===== src/rtl/lspwm_pkg.sv =====
`timescale 1ns/1ps
package lspwm_pkg;
   localparam int CELLS   = 6;
   localparam int LEVEL_W = 4;
   localparam int GATE_W  = 18;

   typedef logic signed [LEVEL_W-1:0] level_t;
   typedef logic [GATE_W-1:0]         gate_t;

   // zero-level pattern: switches 3,6,9,12,15,18 on
   localparam gate_t GATE_IDLE = 18'h24924;

   // rational half-wave approximation, exact at 0 and at the crest
   function automatic longint sine_pt(longint p, longint h, longint amp);
      longint u;
      u = p * (h - p);
      return (16 * u * amp) / (5 * h * h - 4 * u);
   endfunction
endpackage


===== src/rtl/lspwm_nco.sv =====
`timescale 1ns/1ps
module lspwm_nco #(
   parameter int PHASE_W  = 32,
   parameter int LUT_BITS = 6,
   parameter int BAND_W   = 6,
   parameter int MI_W     = 8
) (
   input  logic                       clk,
   input  logic                       rst,
   input  logic                       en,
   input  logic [PHASE_W-1:0]         phase_inc,
   input  logic [MI_W-1:0]            mod_index,
   output logic signed [BAND_W+3:0]   ref_o
);
   import lspwm_pkg::*;

   localparam int Q     = 1 << LUT_BITS;
   localparam int PEAK  = CELLS << BAND_W;
   localparam int MAG_W = BAND_W + 3;
   localparam int REF_W = BAND_W + 4;
   localparam int PR_W  = MAG_W + MI_W;
   localparam logic [MI_W-1:0] FULL = MI_W'(1 << (MI_W - 1));

   logic [MAG_W-1:0] rom [Q+1];

   generate
      for (genvar i = 0; i <= Q; i++) begin : g_rom
         localparam logic [MAG_W-1:0] VAL = MAG_W'(sine_pt(i, 2 * Q, PEAK));
         assign rom[i] = VAL;
      end
   endgenerate

   logic [PHASE_W-1:0]  phase_q;
   logic                half_neg;
   logic                falling;
   logic [LUT_BITS-1:0] frac;
   logic [LUT_BITS:0]   idx;
   logic [MAG_W-1:0]    mag;
   logic [MI_W-1:0]     m_eff;
   logic [PR_W-1:0]     prod;
   logic [MAG_W-1:0]    scaled;
   logic signed [REF_W-1:0] pos;
   logic signed [REF_W-1:0] ref_d;

   always_ff @(posedge clk) begin
      if (rst || !en) phase_q <= '0;
      else            phase_q <= phase_q + phase_inc;
   end

   always_comb begin
      half_neg = phase_q[PHASE_W-1];
      falling  = phase_q[PHASE_W-2];
      frac     = phase_q[PHASE_W-3 -: LUT_BITS];
      idx      = falling ? ((LUT_BITS+1)'(Q) - {1'b0, frac}) : {1'b0, frac};
      mag      = rom[idx];
      m_eff    = (mod_index > FULL) ? FULL : mod_index;
      prod     = PR_W'(mag) * PR_W'(m_eff);
      scaled   = MAG_W'(prod >> (MI_W - 1));
      pos      = $signed({1'b0, scaled});
      ref_d    = half_neg ? -pos : pos;
   end

   always_ff @(posedge clk) begin
      if (rst || !en) ref_o <= '0;
      else            ref_o <= ref_d;
   end

   p_ref_bound_r4: assert property (@(posedge clk) disable iff (rst)
      (ref_o <= PEAK) && (ref_o >= -PEAK));

   p_ref_zero_index_r4: assert property (@(posedge clk) disable iff (rst)
      (mod_index == '0) |=> (ref_o == '0));
endmodule


===== src/rtl/lspwm_carrier.sv =====
`timescale 1ns/1ps
module lspwm_carrier #(
   parameter int BAND_W   = 6,
   parameter int PRESCALE = 4
) (
   input  logic              clk,
   input  logic              rst,
   input  logic              en,
   output logic              stb_o,
   output logic [BAND_W-1:0] car_o
);
   localparam int PS_W = (PRESCALE > 1) ? $clog2(PRESCALE) : 1;
   localparam logic [BAND_W-1:0] TOP = '1;

   generate
      if (PRESCALE == 1) begin : g_nodiv
         assign stb_o = en;
      end else begin : g_div
         logic [PS_W-1:0] cnt_q;
         always_ff @(posedge clk) begin
            if (rst || !en)                        cnt_q <= '0;
            else if (cnt_q == PS_W'(PRESCALE - 1)) cnt_q <= '0;
            else                                   cnt_q <= cnt_q + 1'b1;
         end
         assign stb_o = en && (cnt_q == PS_W'(PRESCALE - 1));
      end
   endgenerate

   logic up_q;

   always_ff @(posedge clk) begin
      if (rst || !en) begin
         car_o <= '0;
         up_q  <= 1'b1;
      end else if (stb_o) begin
         if (up_q) begin
            if (car_o == TOP) begin
               up_q  <= 1'b0;
               car_o <= car_o - 1'b1;
            end else begin
               car_o <= car_o + 1'b1;
            end
         end else if (car_o == '0) begin
            up_q  <= 1'b1;
            car_o <= car_o + 1'b1;
         end else begin
            car_o <= car_o - 1'b1;
         end
      end
   end

   p_car_on_sample_r6: assert property (@(posedge clk) disable iff (rst)
      (car_o != $past(car_o)) |-> ($past(stb_o) || !$past(en)));

   p_car_unit_step_r3: assert property (@(posedge clk) disable iff (rst)
      ($past(stb_o) && en) |->
         ((car_o == $past(car_o) + 1'b1) || (car_o == $past(car_o) - 1'b1)));
endmodule


===== src/rtl/lspwm_classify.sv =====
`timescale 1ns/1ps
module lspwm_classify #(
   parameter int BAND_W = 6
) (
   input  logic signed [BAND_W+3:0] ref_i,
   input  logic [BAND_W-1:0]        car_i,
   output lspwm_pkg::level_t        lvl_o
);
   import lspwm_pkg::*;

   localparam int REF_W = BAND_W + 4;
   localparam int BAND  = 1 << BAND_W;

   logic signed [REF_W-1:0] car_s;
   logic [CELLS-1:0] above;
   logic [CELLS-1:0] below;

   assign car_s = $signed(REF_W'(car_i));

   generate
      for (genvar k = 0; k < CELLS; k++) begin : g_cmp
         localparam logic signed [REF_W-1:0] OFS = REF_W'(k * BAND);
         logic signed [REF_W-1:0] carrier;
         assign carrier  = OFS + car_s;
         assign above[k] = ref_i > carrier;
         assign below[k] = ref_i < -carrier;
      end
   endgenerate

   always_comb begin
      lvl_o = level_t'($countones(above)) - level_t'($countones(below));
   end
endmodule


===== src/rtl/lspwm_gatemap.sv =====
`timescale 1ns/1ps
module lspwm_gatemap (
   input  lspwm_pkg::level_t lvl_i,
   output lspwm_pkg::gate_t  gate_o
);
   logic [8:0] lo;
   logic [8:0] hi;
   int         v;

   always_comb begin
      v = int'(lvl_i);
      // switches 1..9
      if (v >= 3)        lo = 9'h049;
      else if (v == 2)   lo = 9'h129;
      else if (v == 1)   lo = 9'h121;
      else if (v == 0)   lo = 9'h124;
      else if (v == -1)  lo = 9'h102;
      else if (v == -2)  lo = 9'h112;
      else               lo = 9'h092;
      // switches 10..18
      if (v >= 6)        hi = 9'h049;
      else if (v == 5)   hi = 9'h109;
      else if (v == 4)   hi = 9'h121;
      else if (v >= -3)  hi = 9'h124;
      else if (v == -4)  hi = 9'h122;
      else if (v == -5)  hi = 9'h112;
      else               hi = 9'h092;
      gate_o = {hi, lo};
   end
endmodule


===== src/rtl/lspwm_modulator.sv =====
`timescale 1ns/1ps
module lspwm_modulator #(
   parameter int PHASE_W  = 32,
   parameter int LUT_BITS = 6,
   parameter int BAND_W   = 6,
   parameter int MI_W     = 8,
   parameter int PRESCALE = 4
) (
   input  logic               clk,
   input  logic               rst,
   input  logic               en,
   input  logic [MI_W-1:0]    mod_index,
   input  logic [PHASE_W-1:0] phase_inc,
   output logic signed [3:0]  level_o,
   output logic [17:0]        gate_o
);
   import lspwm_pkg::*;

   localparam int REF_W = BAND_W + 4;

   generate
      if (BAND_W < 2)                  begin : g_chk_band  $error("BAND_W below 2"); end
      if (LUT_BITS < 2)                begin : g_chk_lut   $error("LUT_BITS below 2"); end
      if (MI_W < 2)                    begin : g_chk_mi    $error("MI_W below 2"); end
      if (PRESCALE < 1)                begin : g_chk_ps    $error("PRESCALE below 1"); end
      if (PHASE_W < LUT_BITS + 2)      begin : g_chk_phase $error("PHASE_W too small"); end
   endgenerate

   logic signed [REF_W-1:0] ref_w;
   logic [BAND_W-1:0]       car_w;
   logic                    stb_w;
   level_t                  lvl_next;
   gate_t                   gate_next;

   lspwm_nco #(
      .PHASE_W (PHASE_W),
      .LUT_BITS(LUT_BITS),
      .BAND_W  (BAND_W),
      .MI_W    (MI_W)
   ) u_nco (
      .clk      (clk),
      .rst      (rst),
      .en       (en),
      .phase_inc(phase_inc),
      .mod_index(mod_index),
      .ref_o    (ref_w)
   );

   lspwm_carrier #(
      .BAND_W  (BAND_W),
      .PRESCALE(PRESCALE)
   ) u_car (
      .clk  (clk),
      .rst  (rst),
      .en   (en),
      .stb_o(stb_w),
      .car_o(car_w)
   );

   lspwm_classify #(
      .BAND_W(BAND_W)
   ) u_cls (
      .ref_i(ref_w),
      .car_i(car_w),
      .lvl_o(lvl_next)
   );

   lspwm_gatemap u_map (
      .lvl_i (lvl_next),
      .gate_o(gate_next)
   );

   always_ff @(posedge clk) begin
      if (rst || !en) begin
         level_o <= '0;
         gate_o  <= GATE_IDLE;
      end else if (stb_w) begin
         level_o <= lvl_next;
         gate_o  <= gate_next;
      end
   end

   p_idle_when_off_r1: assert property (@(posedge clk) disable iff (rst)
      !en |=> ((level_o == '0) && (gate_o == GATE_IDLE)));

   p_level_range_r2: assert property (@(posedge clk) disable iff (rst)
      (level_o >= -4'sd6) && (level_o <= 4'sd6));

   p_change_on_sample_r6: assert property (@(posedge clk) disable iff (rst)
      (level_o != $past(level_o)) |-> ($past(stb_w) || !$past(en)));

   p_top_pattern_r7: assert property (@(posedge clk) disable iff (rst)
      (level_o == 4'sd6) |-> (gate_o == 18'h09249));

   p_zero_pattern_r9: assert property (@(posedge clk) disable iff (rst)
      (level_o == '0) |-> (gate_o == GATE_IDLE));
endmodule


===== config.mk =====
export PLATFORM = sky130hd
export DESIGN_NAME = lspwm_modulator
export DESIGN_NICKNAME = d
export VERILOG_FILES = /design/src/rtl/lspwm_pkg.sv /design/src/rtl/lspwm_nco.sv /design/src/rtl/lspwm_carrier.sv /design/src/rtl/lspwm_classify.sv /design/src/rtl/lspwm_gatemap.sv /design/src/rtl/lspwm_modulator.sv
export SDC_FILE = /design/constraint.sdc
export NUM_CORES = 1
export LEC_CHECK = 0
export BUFFER_PORTS_ARGS = -buffer_cell sky130_fd_sc_hd__buf_2
export CORE_MARGIN = 2
export CORE_UTILIZATION = 43
export DETAILED_ROUTE_END_ITERATION = 16
export PLACE_DENSITY = 0.68
export SLEW_MARGIN = 20
export SYNTH_ARGS = -nofsm -noshare
export SYNTH_HDL_FRONTEND = slang
export SYNTH_SLANG_ARGS = --single-unit

===== constraint.sdc =====
create_clock -name clk -period 11.8 [get_ports clk]
set_input_delay 0.59 -clock clk [delete_from_list [all_inputs] [get_ports clk]]
set_output_delay 0.59 -clock clk [all_outputs]
set_load 0.05 [all_outputs]

Word-level counts from Yosys, hierarchy flattened
Memories as Yosys holds them, arrays and structs flattened.
Cells that the tools add are included.
{ "word_totals": {"elab_cells": 97, "romBits": 1152, "n_memories": 1, "in_bits": 43, "ff_bits": 73, "out_inout_bits": 22} }
{ "memory_table": {"columns": ["memory", "depth", "word_bits", "rd", "rd_clocked_by_memory_dff", "wr", "line_no", "source"], "rows": [
  ["(no name shown)", 128, 9, 1, 0, 0, "lspwm_nco.sv:55", "mag = rom[idx];"]
]} }
{ "op_classes": {"reduce_logical": 7, "mux": 23, "n_addsub": 28, "multipliers": 1, "n_bitwise": 2, "order_cmp": 17, "n_eq_ne": 10} }
{ "ops": {"columns": ["operator", "n"], "rows": [
  ["two-way mux 9 bit", 15],
  ["< comparator 10 bit", 6],
  ["> comparator 10 bit", 5],
  ["negator 10 bit", 5],
  ["adder 32 bit", 1],
  ["zero test 32 bit", 1],
  ["adder 9 x 6 -> 10 bit (first input constant)", 2],
  ["adder 8 x 6 -> 9 bit (first input constant)", 2],
  ["two-way mux 6 bit", 3],
  ["adder 4 bit", 4],
  ["multiplier 9 x 8 -> 16 bit", 1],
  ["adder 1 x 1 -> 2 bit", 6],
  ["equality test 4 bit (second input constant)", 3],
  ["> comparator 10 x 7 -> 1 bit", 1],
  ["negator 6 -> 10 bit", 1],
  ["negator 9 -> 10 bit", 1],
  ["adder 7 x 6 -> 8 bit (first input constant)", 1],
  ["equality test 4 x 2 -> 1 bit (second input constant)", 2],
  ["equality test 4 x 3 -> 1 bit (second input constant)", 2],
  ["greater-or-equal comparator 4 x 3 -> 1 bit (second input constant)", 2],
  ["greater-or-equal comparator 8 bit (second input constant)", 1],
  ["> comparator 8 bit (second input constant)", 1],
  ["two-way mux 8 bit", 1],
  ["inverter 7 -> 8 bit", 1],
  ["other kinds (17)", 20]
]} }

Depth between registers and ports, before layout
{ "logic_depth": {"depth_word": 14, "depth_mapped": 35, "ltp_nobuf": 34} }

Cells and area by module
From an unflattened synthesis, not the netlist that was laid out.
{ "hier_totals": {"hier_cells": 1069, "hier_area_um2": 8673.3} }
{ "modules_own_cells": {"columns": ["mod", "seq_area_each_um2", "cells_each", "instances", "area_per_inst_um2"], "rows": [
  ["lspwm_nco", 840.8, 765, 1, 6077.1],
  ["lspwm_classify", 0.0, 138, 1, 1012.2],
  ["lspwm_modulator", 440.4, 73, 1, 837.1],
  ["lspwm_carrier", 180.2, 65, 1, 583.1],
  ["lspwm_gatemap", 0.0, 28, 1, 163.9]
]} }

Least setup slack after synthesis
Ideal clock, no wire load.
{ "synth_path": {"path_type": "reg2reg", "from": "register u_nco.phase_q[24]", "to": "register u_nco.ref_o[8]", "n_path_buf": 2, "path_slack_ns": 4.770, "required_time_ns": 11.731, "synth_period_minus_slack_ns": 7.030, "path_stages_with_launch": 32, "arrival_ns": 6.961, "setup_ns": 0.069, "path_cell_list": "dfxtp_1 > buf_2 > inv_1 > ha_1 > nand2_1 > o21a_1 > inv_1 > ha_1 > o221a_2 > o221ai_1 > o211ai_1 > o21ai_0 > nand2_1 > o311ai_0 > nor2_1 > fa_1 > inv_1 > fa_1 > inv_1 > fa_1 > inv_1 > fa_1 > inv_1 > ha_1 > buf_1 > and2_1 > nand2_1 > o2111ai_1 > or4b_1 > and4_1 > a2111o_1 > o21ai_1"} }
{ "synth_via": {"elab_chain_len": 9} }
{ "synth_lines": {"columns": ["item", "line_no", "source"], "rows": [
  ["start, declared", "lspwm_nco.sv:33", "logic [PHASE_W-1:0] phase_q;"],
  ["start signal, assigned", "lspwm_nco.sv:47", "else phase_q <= phase_q + phase_inc;"],
  ["subtractor 7 x 6 -> 7 bit", "lspwm_nco.sv:54", "idx = falling ? ((LUT_BITS+1)'(Q) - {1'b0, frac}) : {1'b0, frac};"],
  ["two-way mux 7 bit (*)", "lspwm_nco.sv:54", null],
  ["inverter 7 -> 8 bit (implied by the code) (*)", "lspwm_nco.sv:55", null],
  ["memory read (128 x 9 bit) (*)", null, null],
  ["two-way mux 9 bit (implied by the code) (*) (2 in series)", "lspwm_nco.sv:55", null],
  ["multiplier 9 x 8 -> 16 bit (*)", "lspwm_nco.sv:57", "prod = PR_W'(mag) * PR_W'(m_eff);"],
  ["negator 9 -> 10 bit", "lspwm_nco.sv:60", "ref_d = half_neg ? -pos : pos;"],
  ["two-way mux 9 bit (*)", "lspwm_nco.sv:60", null],
  ["end signal, assigned", "lspwm_nco.sv:65", "else ref_o <= ref_d;"],
  ["end, declared", "lspwm_nco.sv:13", "output logic signed [BAND_W+3:0] ref_o"]
]} }
Every way passes the cells marked *; elsewhere a longest branch is shown, timed or not. The select of a mux whose other input is x is not followed.
A chain may end at the register's enable or synchronous reset.

Final worst setup path
{ "layout_path": {"from": "register u_nco.phase_q[24]", "to": "register u_nco.ref_o[6]"} }
Same word-level chain as after synthesis.

==> summary.txt <==
Synthesis
  • Post-synth cell types: 75
  • Cell taking the most area after synthesis: dfxtp_1
  • Post-synth top cells: 136 x nor2_1, 111 x inv_1, 110 x ha_1
  • Sequential fraction of the synthesis area: 17.6%
  • Synth Instances: 1052
  • Main synth FF type: dfxtp_1
  • Most frequent cell after synthesis: nor2_1
  • EDFF count, synth: 0
  • Synth Warn #: 0
  • Async set or reset register ratio after synthesis: 0%
  • #FFs+latches synth: 73
  • Synth top area share: 17.6%
  • Post-Syn Area: 8310 um2
  • Top cells by area, synth: dfxtp_1 18%, ha_1 17%, fa_1 12%
  • Synthesized area per cell: 7.90 um2
  • Net Count, Synth: 1254

Placement
  • PortBufs: 64
  • Detailed Place HPWL: 15000 um
  • RePlAce Congestion: 0.924

GRT
  • Initial antenna violation count: 3
  • Total grt overflow: 0
  • Met1 Use GR: 28.0%
  • GR Util met3: 3.25%
  • Vias in the first global route: 7106
  • Busiest metal layer after global routing: met2
  • Largest net degree at the start of global routing: 59
  • Grt met2 use: 32.2%
  • Total GRT Usage: 19.8%
  • Global-route wire length before repair: 33600 um

Worst setup path
  • Critical-path top delay cell: dfxtp_1
  • Cell mode on critical path: inv_1
  • Worst setup SP type: register
  • Critical path data arrival time: 8.57 ns
  • Critical Path RT: 12.07 ns
  • Endpoint type of the worst setup path: register
  • CP max stage delay: 0.71 ns
  • CP max FO: 16
  • Kind of critical path: reg -> reg

Pwr
  • Static Leak: 4.31 nW
  • Power Density: 188 nW/um2
  • Peak VDD IR: 0.000159 V

STA
  • Setup TNS: 0 ns
  • Worst slew pin tran: 0.871 ns
  • Tmin final: 8.30 ns
  • Skew final: 0.00622 ns
  • Final Cycle Share: 70.3%
  • Hold WS: 0.434 ns
  • Final slew viol count: 0
  • Final setup fails: 0
  • Max Clock Freq: 0.120 GHz
  • RSZ-0062 raised after global routing: no
  • Final hold vios: 0
  • Max-slew headroom: 41.0%

Drt
  • Final antenna-violating net count: 0
  • Routed len/inst: 14.2 um
  • Via Count: 7267
  • 1st-iter DRT viols: 495
  • Drt drc: 0
  • TritonRoute pass-1 iters: 5
  • Via density: 5.33
  • Drt total wl: 19400 um

Worst hold path
  • Hold/Removal Path Class: reg -> reg

Die
  • DIE HEIGHT: 143 um
  • Core ar.: 18800 um2
  • Ports: 65
  • Die W: 143 um
  • FP Rows: 50
  • Die Area: 20500 um2
  • Initial Util: 44.1%

Final layout
  • Area growth, synth to finish: 9.82%
  • Share of layout cells above drive strength 1: 9.90%
  • NumNets Final: 1298

Clock tree
  • Clock tree buffer depth: 2
  • CTS tree: done
  • Post-CTS setup buffer count: 0
  • CTS root buf: clkbuf_16
  • CTS clock-pin slew for the worst setup and hold paths: 0.06 ns
  • Clk sinks: 73
  • CTS resizes: 0
  • Total CTS buffers: 9
  • Post-CTS Hold Fix Bufs: 0
  • H-tree levels: 3
  • Clk_lat worst skew: 0.33 ns

Outcome
  • Status: completed

Flow run
  • Max Cap Viol: 0
worst paths after layout:
path	from	to	slack, ns	cells after the start
worst max-delay path	u_nco.phase_q[24]	u_nco.ref_o[6]	3.50	28
worst min-delay path	u_car.g_div.cnt_q[0]	u_car.g_div.cnt_q[0]	0.43	1
worst max register to register	u_nco.phase_q[24]	u_nco.ref_o[6]	3.50	28
worst min register to register	u_car.g_div.cnt_q[0]	u_car.g_div.cnt_q[0]	0.43	1
routing by layer:
layer	wire, um	share of wire [%]
met5	10	0.052
met3	699	3.6
met1	9590	49
met4	200	1.0
met2	8870	46
cells by family (layout without fill, tap and decap cells):
group	count (synthesis)	in the layout	share of synthesized area, %
AND/OR/NAND/NOR	359	359	20.1
AO/OA/AOI/OAI	248	248	19.9
adder cells (fa/ha/maj)	159	159	28.4
buffers and inverters	150	199	6.97
flip-flops	73	73	17.6
XOR/XNOR	58	58	6.46
multiplexers	5	5	0.617
other	0	2	0
report_power, final:
group	leakage [nW]	total [mW]	switching, mW	internal [mW]
Sequential	0.595	0.287	0.0195	0.267
Combinational	3.58	1.17	0.726	0.448
Clock	0.142	0.253	0.107	0.146
critical path, delay by kind of cell (launching register included):
kind                       cells  cell delay, ns
and+or+nand+nor                6            1.08
buffers and inverters          5            0.77
muxes                          1            0.18
AOI/OAI and AO/OA              8            2.00
adders and majority gates      7            3.14
xor gates and xnor gates       1            0.34
DFF                            1            0.71
stage by stage:
step	setup WS [ns]	util, %	area (um2)	std cells	total power, mW
2_1_floorplan	4.77	-	8310	1052	1.20
3_3_place_gp	3.67	46.9	8840	1344	1.43
3_5_place_dp	3.56	46.9	8840	1344	1.44
4_1_cts	3.53	48.4	9110	1360	1.71
5_1_grt	2.97	48.4	9120	1362	1.90
6_report	3.50	48.5	9130	1363	1.71
placed cells by master, fill, tap and decap left out, types with 6 or more instances in the layout:
cell type,netlist,routed
o21bai_1,7,7
a31oi_1,10,10
clkbuf_16,0,9
inv_1,111,111
nand3_1,23,23
fa_1,49,49
a21oi_1,66,66
xnor2_1,34,34
nor2b_1,14,14
nand4_1,9,9
o21a_1,11,11
o21ai_0,52,52
xor2_1,21,21
o211ai_1,10,10
a211oi_1,12,12
nor3_1,26,26
and3_1,12,12
nand2_1,82,82
ha_1,110,110
nor2_1,136,136
dfxtp_1,73,73
nand2b_1,13,12
buf_4,2,6
and2_1,19,19
nor4_1,6,6
a21o_1,17,17
buf_2,7,64
cell type report:
class / instances / area [um2]
fill: 1859 / 9710
multi-input combinational: 829 / 6270
sequential: 73 / 1460
inverter: 113 / 424
timing repair buffer: 70 / 365
tap: 260 / 325
clock buffer: 10 / 239
clock inverter: 6 / 33.8
antenna: 2 / 5.00
flip-flops by register name, indices dropped and copies added, names as in the netlist:
signal / flops
u_nco.ref_o: 10
gate_o: 18
u_nco.phase_q: 32
level_o: 4
u_car.up_q: 1
u_car.g_div.cnt_q: 2
u_car.car_o: 6
No activity file was read; power rests on OpenSTA's default activity.
